File: config.mk
export PLATFORM = sky130hd
export DESIGN_NAME = mcast_hash_filter
export DESIGN_NICKNAME = d
export VERILOG_FILES = /design/src/rtl/mcast_hash_filter.sv
export SDC_FILE = /design/constraint.sdc
export NUM_CORES = 1
export LEC_CHECK = 0
export BUFFER_PORTS_ARGS = -buffer_cell sky130_fd_sc_hd__buf_2
export CORE_MARGIN = 2
export CORE_UTILIZATION = 55
export CTS_CLUSTER_SIZE = 25
export DETAILED_ROUTE_END_ITERATION = 10
export GPL_ROUTABILITY_DRIVEN = 0
export GPL_TIMING_DRIVEN = 0
export HOLD_SLACK_MARGIN = 0.15
export PLACE_DENSITY = 0.84
export REMOVE_ABC_BUFFERS = 1
export SKIP_CTS_REPAIR_TIMING = 1
export SLEW_MARGIN = 20
export SYNTH_ARGS = -nofsm -noshare
export SYNTH_HDL_FRONTEND = slang
export SYNTH_SLANG_ARGS = --single-unit
File: constraint.sdc
create_clock -name clk -period 3.08 [get_ports clk]
set_input_delay 0.616 -clock clk [delete_from_list [all_inputs] [get_ports clk]]
set_output_delay 0.616 -clock clk [all_outputs]
set_load 0.03 [all_outputs]
File: src/rtl/mcast_hash_filter.sv
module mcast_hash_filter #(
  parameter int ADDR_W   = 48,
  parameter int CTRL_W   = 32,
  parameter int EN_BIT   = 8,
  parameter int GROUP_BIT = 40
) (
  input  logic              clk,
  input  logic              rst_n,
  input  logic              cfg_we,
  input  logic [CTRL_W-1:0] cfg_wdata,
  input  logic              promisc_en,
  input  logic              rx_valid,
  input  logic [ADDR_W-1:0] rx_daddr,
  output logic              acc_valid,
  output logic              acc_ok
);
  localparam int NUM_OCT  = ADDR_W / 8;
  localparam int IDX_W    = NUM_OCT;
  localparam int NUM_BINS = 1 << IDX_W;

  logic [NUM_BINS-1:0] bin_q;
  logic [IDX_W-1:0]    hash;
  logic [IDX_W-1:0]    wr_idx;
  logic                is_group;
  logic                hit;

  for (genvar i = 0; i < NUM_OCT; i++) begin : g_fold
    assign hash[IDX_W-1-i] = ^rx_daddr[8*i +: 8];
  end

  assign wr_idx   = cfg_wdata[IDX_W-1:0];
  assign is_group = rx_daddr[GROUP_BIT];
  assign hit      = promisc_en | (is_group & bin_q[hash]);

  always_ff @(posedge clk) begin
    if (!rst_n) begin
      bin_q <= '0;
    end else if (cfg_we) begin
      bin_q[wr_idx] <= cfg_wdata[EN_BIT];
    end
  end

  always_ff @(posedge clk) begin
    if (!rst_n) begin
      acc_valid <= 1'b0;
      acc_ok    <= 1'b0;
    end else begin
      acc_valid <= rx_valid;
      acc_ok    <= rx_valid & hit;
    end
  end

  AST_VALID_LATENCY: assert property (@(posedge clk) disable iff (!rst_n)
    rx_valid |=> acc_valid);
  AST_IDLE_QUIET: assert property (@(posedge clk) disable iff (!rst_n)
    !acc_valid |-> !acc_ok);
  AST_PROMISC_PASS: assert property (@(posedge clk) disable iff (!rst_n)
    (rx_valid && promisc_en) |=> acc_ok);
  AST_UNICAST_DROP: assert property (@(posedge clk) disable iff (!rst_n)
    (rx_valid && !promisc_en && !rx_daddr[GROUP_BIT]) |=> !acc_ok);
  AST_BIN_WRITE: assert property (@(posedge clk) disable iff (!rst_n)
    cfg_we |=> bin_q[$past(wr_idx)] == $past(cfg_wdata[EN_BIT]));
endmodule

==> flow_summary.toml, run 1 <==
[outcome]
outcome = "finished, final reports clean"

[clock_tree]
clock_sinks = 66
clock_path_buffers = 2
htreeDepth = 3
tritoncts = "built"
cts_buffers = 9
clock_latency_ns = 0.35
cts-root-buf = "clkbuf_8"
clkTransAtPathRegs_ns = 0.07

[placement]
dpl.hpwl_um = 6220
dpl_cell_area_um2 = 4340
io_buffers = 61

[setup_path]
critical_path_peak_fanout = 18
path_buf_inv = 1
crit_chain = "buf_2 -> xnor2_1 -> xnor2_1 -> xnor2_4 -> mux4_2 -> a211o_1 -> a21oi_1 -> o2111a_1 -> nor3_2"
criticalPathCategory = "in2reg"
slowest_delay_ns = 0.70
worst_setup_path_end_kind = "register"
crit_family = "XOR/XNOR gates"
cp.required_ns = 3.31
cp-start-kind = "input pin"
cp.arrival_ns = 2.96
slowest_stage = "xnor2_4"
crit_path_frequent_cell = "xnor2_1"

[power_and_ir_drop]
comb_power_share_pct = 28.8
switching_share_pct = 30.1
p_int_mw = 1.59
p_sw_mw = 0.685
leakage_nw = 1.73
pwr_density_cell_nw_per_um2 = 496
clockPowerShare_pct = 33.3
seq_power_share_pct = 37.8
ir_drop_mv = 0.248

[sta]
tightest_slew_ns = 1.14
fin_crit_sh_pct = 88.6
finalSetupViolations = 0
hold_viol_final = 0
final.setup.tns_ns = 0
slew_headroom_pct = 23.8
finalClockSkew_ns = 0.00705
fin_crit_ns = 2.73
fmax_mhz = 366
rsz0062_at_grt = "no"
slew_violations = 0

[yosys]
ys.flop_type = "dfxtp_1"
syn-cell-area_um2 = 4000
ys_types = 43
yosys_register_bits = 66
yosysSeqAreaShare_pct = 33.0
yosysWarningCount = 0
postSynthAreaPerCell_um2 = 8.44
synth_enable_flop_cells = 0
syn_inst = 474
async_reset_ff_share_pct = 0

[routing]
drt_pre_antenna_iters = 5
via_per_inst = 5.59
num_vias = 3473
wire_per_inst_um = 15.0
routed_wl_um = 9350
drt_iter0_markers = 193
drc = 0
ant_nets = 0

[die]
die-area_um2 = 7970
boundaryPins = 87
die_width_um = 89.3
initial_core_util_pct = 56.0
std_cell_rows = 31
fp.dieH_um = 89.3
core-area_um2 = 7140

[finish]
multi_input_area_um2 = 2560
final_cell_area_um2 = 4590
fin_util_pct = 64.3
nFillCells = 609
drive_gt1_share_pct = 19.0
final_common_cell = "nand2_1"
layout_common_cells = "nand2_1, dfxtp_1, buf_2"
n_antenna_cell = 0
nets = 603
seqCellArea_um2 = 1320
area_growth_pct = 14.7

[global_routing]
grt_pass1_vias = 3413
grt-busiest-layer = "met2"
met3_usage_pct = 3.42
grt_use_met1_pct = 28.0
grt_overflow = 0
grt_pass1_wl_um = 15000
track_usage_pct = 24.7
antenna_found_initial = 0
met2_usage_pct = 42.6
grt_start_max_net_pins = 66

[hold_path]
min_path_type = "reg2reg"

[run]
maxCapViolCount = 0
==> power by group through the flow <==
stage / Sequential (mW) / Combinational [mW] / Clock, mW
after detailed placement: 0.880 / 0.617 / 0
after global placement: 0.880 / 0.570 / 0
after global routing: 0.860 / 0.702 / 0.800
after CTS: 0.861 / 0.620 / 0.766
after floorplan: 0.884 / 0.405 / 0
final: 0.861 / 0.656 / 0.758
==> layout make-up <==
cell class | instances | area share, %
Inverter | 1 | 0.0819
Multi-Input combinational cell | 373 | 55.8
Tap cell | 99 | 2.70
Sequential cell | 66 | 28.8
Clock buffer | 13 | 3.68
Timing Repair Buffer | 67 | 8.13
Clock inverter | 2 | 0.764
==> cells in the mapped netlist, types with 3 or more instances <==
| cell type | n | area [um^2] |
|---|---|---|
| dfxtp_1 | 66 | 1320 |
| nor2_1 | 13 | 48.8 |
| nand2_1 | 95 | 357 |
| xnor2_1 | 34 | 298 |
| nor3b_1 | 4 | 30.0 |
| a21oi_1 | 4 | 20.0 |
| mux4_1 | 3 | 78.8 |
| mux2_2 | 4 | 45.0 |
| nand2b_1 | 5 | 31.3 |
| clkbuf_1 | 29 | 109 |
| nor2b_1 | 24 | 150 |
| a21boi_0 | 42 | 315 |
| mux2i_1 | 50 | 500 |
| o21ai_0 | 8 | 40.0 |
| xnor2_2 | 3 | 48.8 |
| nor3_1 | 5 | 25.0 |
| xor2_1 | 5 | 43.8 |
| and2_1 | 3 | 18.8 |
| nand3_1 | 46 | 230 |
==> sequential cells by signal (all words and copies together), names as in the netlist <==
signal	cells
acc_ok	1
bin_q	64
acc_valid	1
==> kinds of logic after synthesis <==
family	after synthesis	synth area share, %
DFF	66	33.0
xor gates and xnor gates	43	10.5
and+or+nand+nor	207	24.5
buffers and inverters	35	3.91
AOI/OAI and AO/OA	64	11.4
muxes	59	16.7
==> worst register-to-register path, cell delays in order, from the launching register on <==
cell and delay [ns]:
dfxtp_1 0.31, mux4_1 0.57, and3_1 0.21, a31oi_1 0.17
o2111a_1 0.24, nor3_2 0.06
==> metal layers <==
| metal | share of wire (%) | up-vias |
|---|---|---|
| met5 | 0 | - |
| met4 | 2.7 | 0 |
| met3 | 4.9 | 21 |
| met2 | 51 | 103 |
| met1 | 41 | 1649 |
| li1 | - | 1700 |
==> path summary, 6_finish.rpt <==
kind | startpoint | end | depth (start not counted) | slack, ns
worst max register to register | bin_q[5] | acc_ok | 5 | 1.41
worst min register to register | bin_q[29] | bin_q[29] | 2 | 0.47
worst max-delay path | rx_daddr[47] | acc_ok | 9 | 0.35
worst min-delay path | bin_q[29] | bin_q[29] | 2 | 0.47
==> through the flow <==
stage	worst slack [ns]	hold slack [ns]	instances	total power, mW
2_1_floorplan	-0.00356	0.439	440	1.29
3_3_place_gp	-0.559	0.450	600	1.45
3_5_place_dp	-0.271	0.459	602	1.50
4_1_cts	0.0956	0.467	617	2.25
5_1_grt	0.273	0.485	621	2.36
6_report	0.350	0.466	621	2.27
No activity file was read; power rests on OpenSTA's default activity.
==> run 2: changes to the inputs <==
--- a/config.mk
+++ b/config.mk
@@ -7,3 +7,3 @@
 export LEC_CHECK = 0
-export BUFFER_PORTS_ARGS = -buffer_cell sky130_fd_sc_hd__buf_2
+export BUFFER_PORTS_ARGS = -buffer_cell sky130_fd_sc_hd__buf_4
 export CORE_MARGIN = 2
--- a/constraint.sdc
+++ b/constraint.sdc
@@ -3,2 +3,2 @@
 set_output_delay 0.616 -clock clk [all_outputs]
-set_load 0.03 [all_outputs]
+set_load 0.01 [all_outputs]
==> flow_summary.toml, run 2 (synthesis gave the netlist of run 1 again) <==
[finish]
n_antenna_cell = 0
layout_common_cells = "nand2_1, dfxtp_1, buf_4"
largest_registers = "bin_q x64, acc_ok x1, acc_valid x1"
final_cell_area_um2 = 4690
final_common_cell = "nand2_1"
regMostFlops = "bin_q"
area_growth_pct = 17.3
largest_reg_flops = 64
drive_gt1_share_pct = 19.0
nets = 600

[routing]
drt_iter0_markers = 222
drt_pre_antenna_iters = 5
routed_wl_um = 9290
wire_per_inst_um = 15.0
num_vias = 3440
drc = 0
via_per_inst = 5.56
ant_nets = 0

[sta]
holdWs_ns = 0.464
fin_crit_sh_pct = 95.6
tightest_slew_ns = 1.05
hold_viol_final = 0
finalSetupViolations = 0
finalClockSkew_ns = 0.00841
slew_headroom_pct = 29.9
fmax_mhz = 340
rsz0062_at_grt = "no"
slew_violations = 0
fin_crit_ns = 2.94

[global_routing]
grt_pass1_vias = 3281
grt_start_max_net_pins = 66
grt_pass1_wl_um = 14900
antenna_found_initial = 0
track_usage_pct = 24.0
grt_overflow = 0

[clock_tree]
clock_latency_ns = 0.34
clock_path_buffers = 2
cts_buffers = 9
cts-root-buf = "clkbuf_8"
clock_sinks = 66
tritoncts = "built"
htreeDepth = 3
clkTransAtPathRegs_ns = 0.08

[setup_path]
r2r_setup_slack_ns = 1.41
crit_chain = "buf_4 -> xor2_1 -> xnor2_2 -> xnor2_4 -> buf_8 -> buf_16 -> mux4_1 -> a21oi_1 -> nand4_1 -> a211oi_1 -> nor3_2"
slowest_stage = "mux4_1"
cp.required_ns = 3.31
cp.arrival_ns = 3.17
worst_setup_path_end_kind = "register"
cp-start-kind = "input pin"
critical_path_peak_fanout = 13
slowest_delay_ns = 0.56
criticalPathCategory = "in2reg"

[run]
maxCapViolCount = 0

[die]
boundaryPins = 87
core-area_um2 = 7140
initial_core_util_pct = 56.0
die-area_um2 = 7970
std_cell_rows = 31
fp.dieH_um = 89.3
die_width_um = 89.3

[power_and_ir_drop]
leakage_nw = 1.75
ir_drop_mv = 0.232
total_power_mw = 2.15
pwr_density_cell_nw_per_um2 = 459

[hold_path]
min_path_type = "reg2reg"

[placement]
dpl.hpwl_um = 6270
io_buffers = 61
dpl_cell_area_um2 = 4500

[outcome]
outcome = "finished, final reports clean"
-- run 2: changes by cell type in the layout (fill, tap and decap cells not counted), moves of 2 or more --
cell | previous run | this run
buf_4 | 6 | 62
clkinv_2 | 1 | 3
buf_2 | 60 | 0
clkinvlp_4 | 0 | 3
clkbuf_8 | 12 | 9
-- run 2: final timing paths --
path	start	endpoint	depth (start not counted)
hold reg to reg	bin_q[21]	bin_q[21]	2
setup reg to reg	bin_q[8]	acc_ok	5
hold / removal	bin_q[21]	bin_q[21]	2
setup / recovery	rx_daddr[31]	acc_ok	11
-- run 2: final cells by class --
cell class	count	area, um^2
flip-flops and latches	66	1320
multi-input cells	373	2560
clock buffers	9	124
well taps	99	124
inverters	1	3.75
fillers	592	2450
clock inverters	7	46.3
repair buffers	64	508
-- run 2: stage by stage --
step	cells	setup TNS, ns	setup slack (ns)	utilization (%)
after floorplan	440	-0.00356	-0.00356	-
after global placement	600	-0.552	-0.552	62.0
after detailed placement	603	-0.187	-0.187	63.1
after CTS	619	0	0.170	65.5
after global routing	619	0	0.0587	65.7
final	619	0	0.136	65.7
-- run 2: where the power goes --
group	leakage, nW	total, mW	switching [mW]	internal, mW
clock	0.0810	0.637	0.348	0.288
combinational	1.13	0.657	0.350	0.306
sequential	0.532	0.860	0.00210	0.858
-- run 2: worst max-delay path, delay by kind of cell --
kind                   cells  cell delay (ns)
buffers and inverters      3             0.50
AO/OA/AOI/OAI              2             0.46
multiplexers               1             0.56
AND/OR/NAND/NOR            2             0.20
XOR/XNOR                   3             0.82
-- run 2: layer usage --
| metal | GRT usage [%] | part of all wire, % |
|---|---|---|
| met1 | 29.1 | 41 |
| met5 | 0 | 0 |
| met3 | 2.59 | 5.1 |
| met4 | 11.9 | 2.9 |
| met2 | 42.3 | 51 |
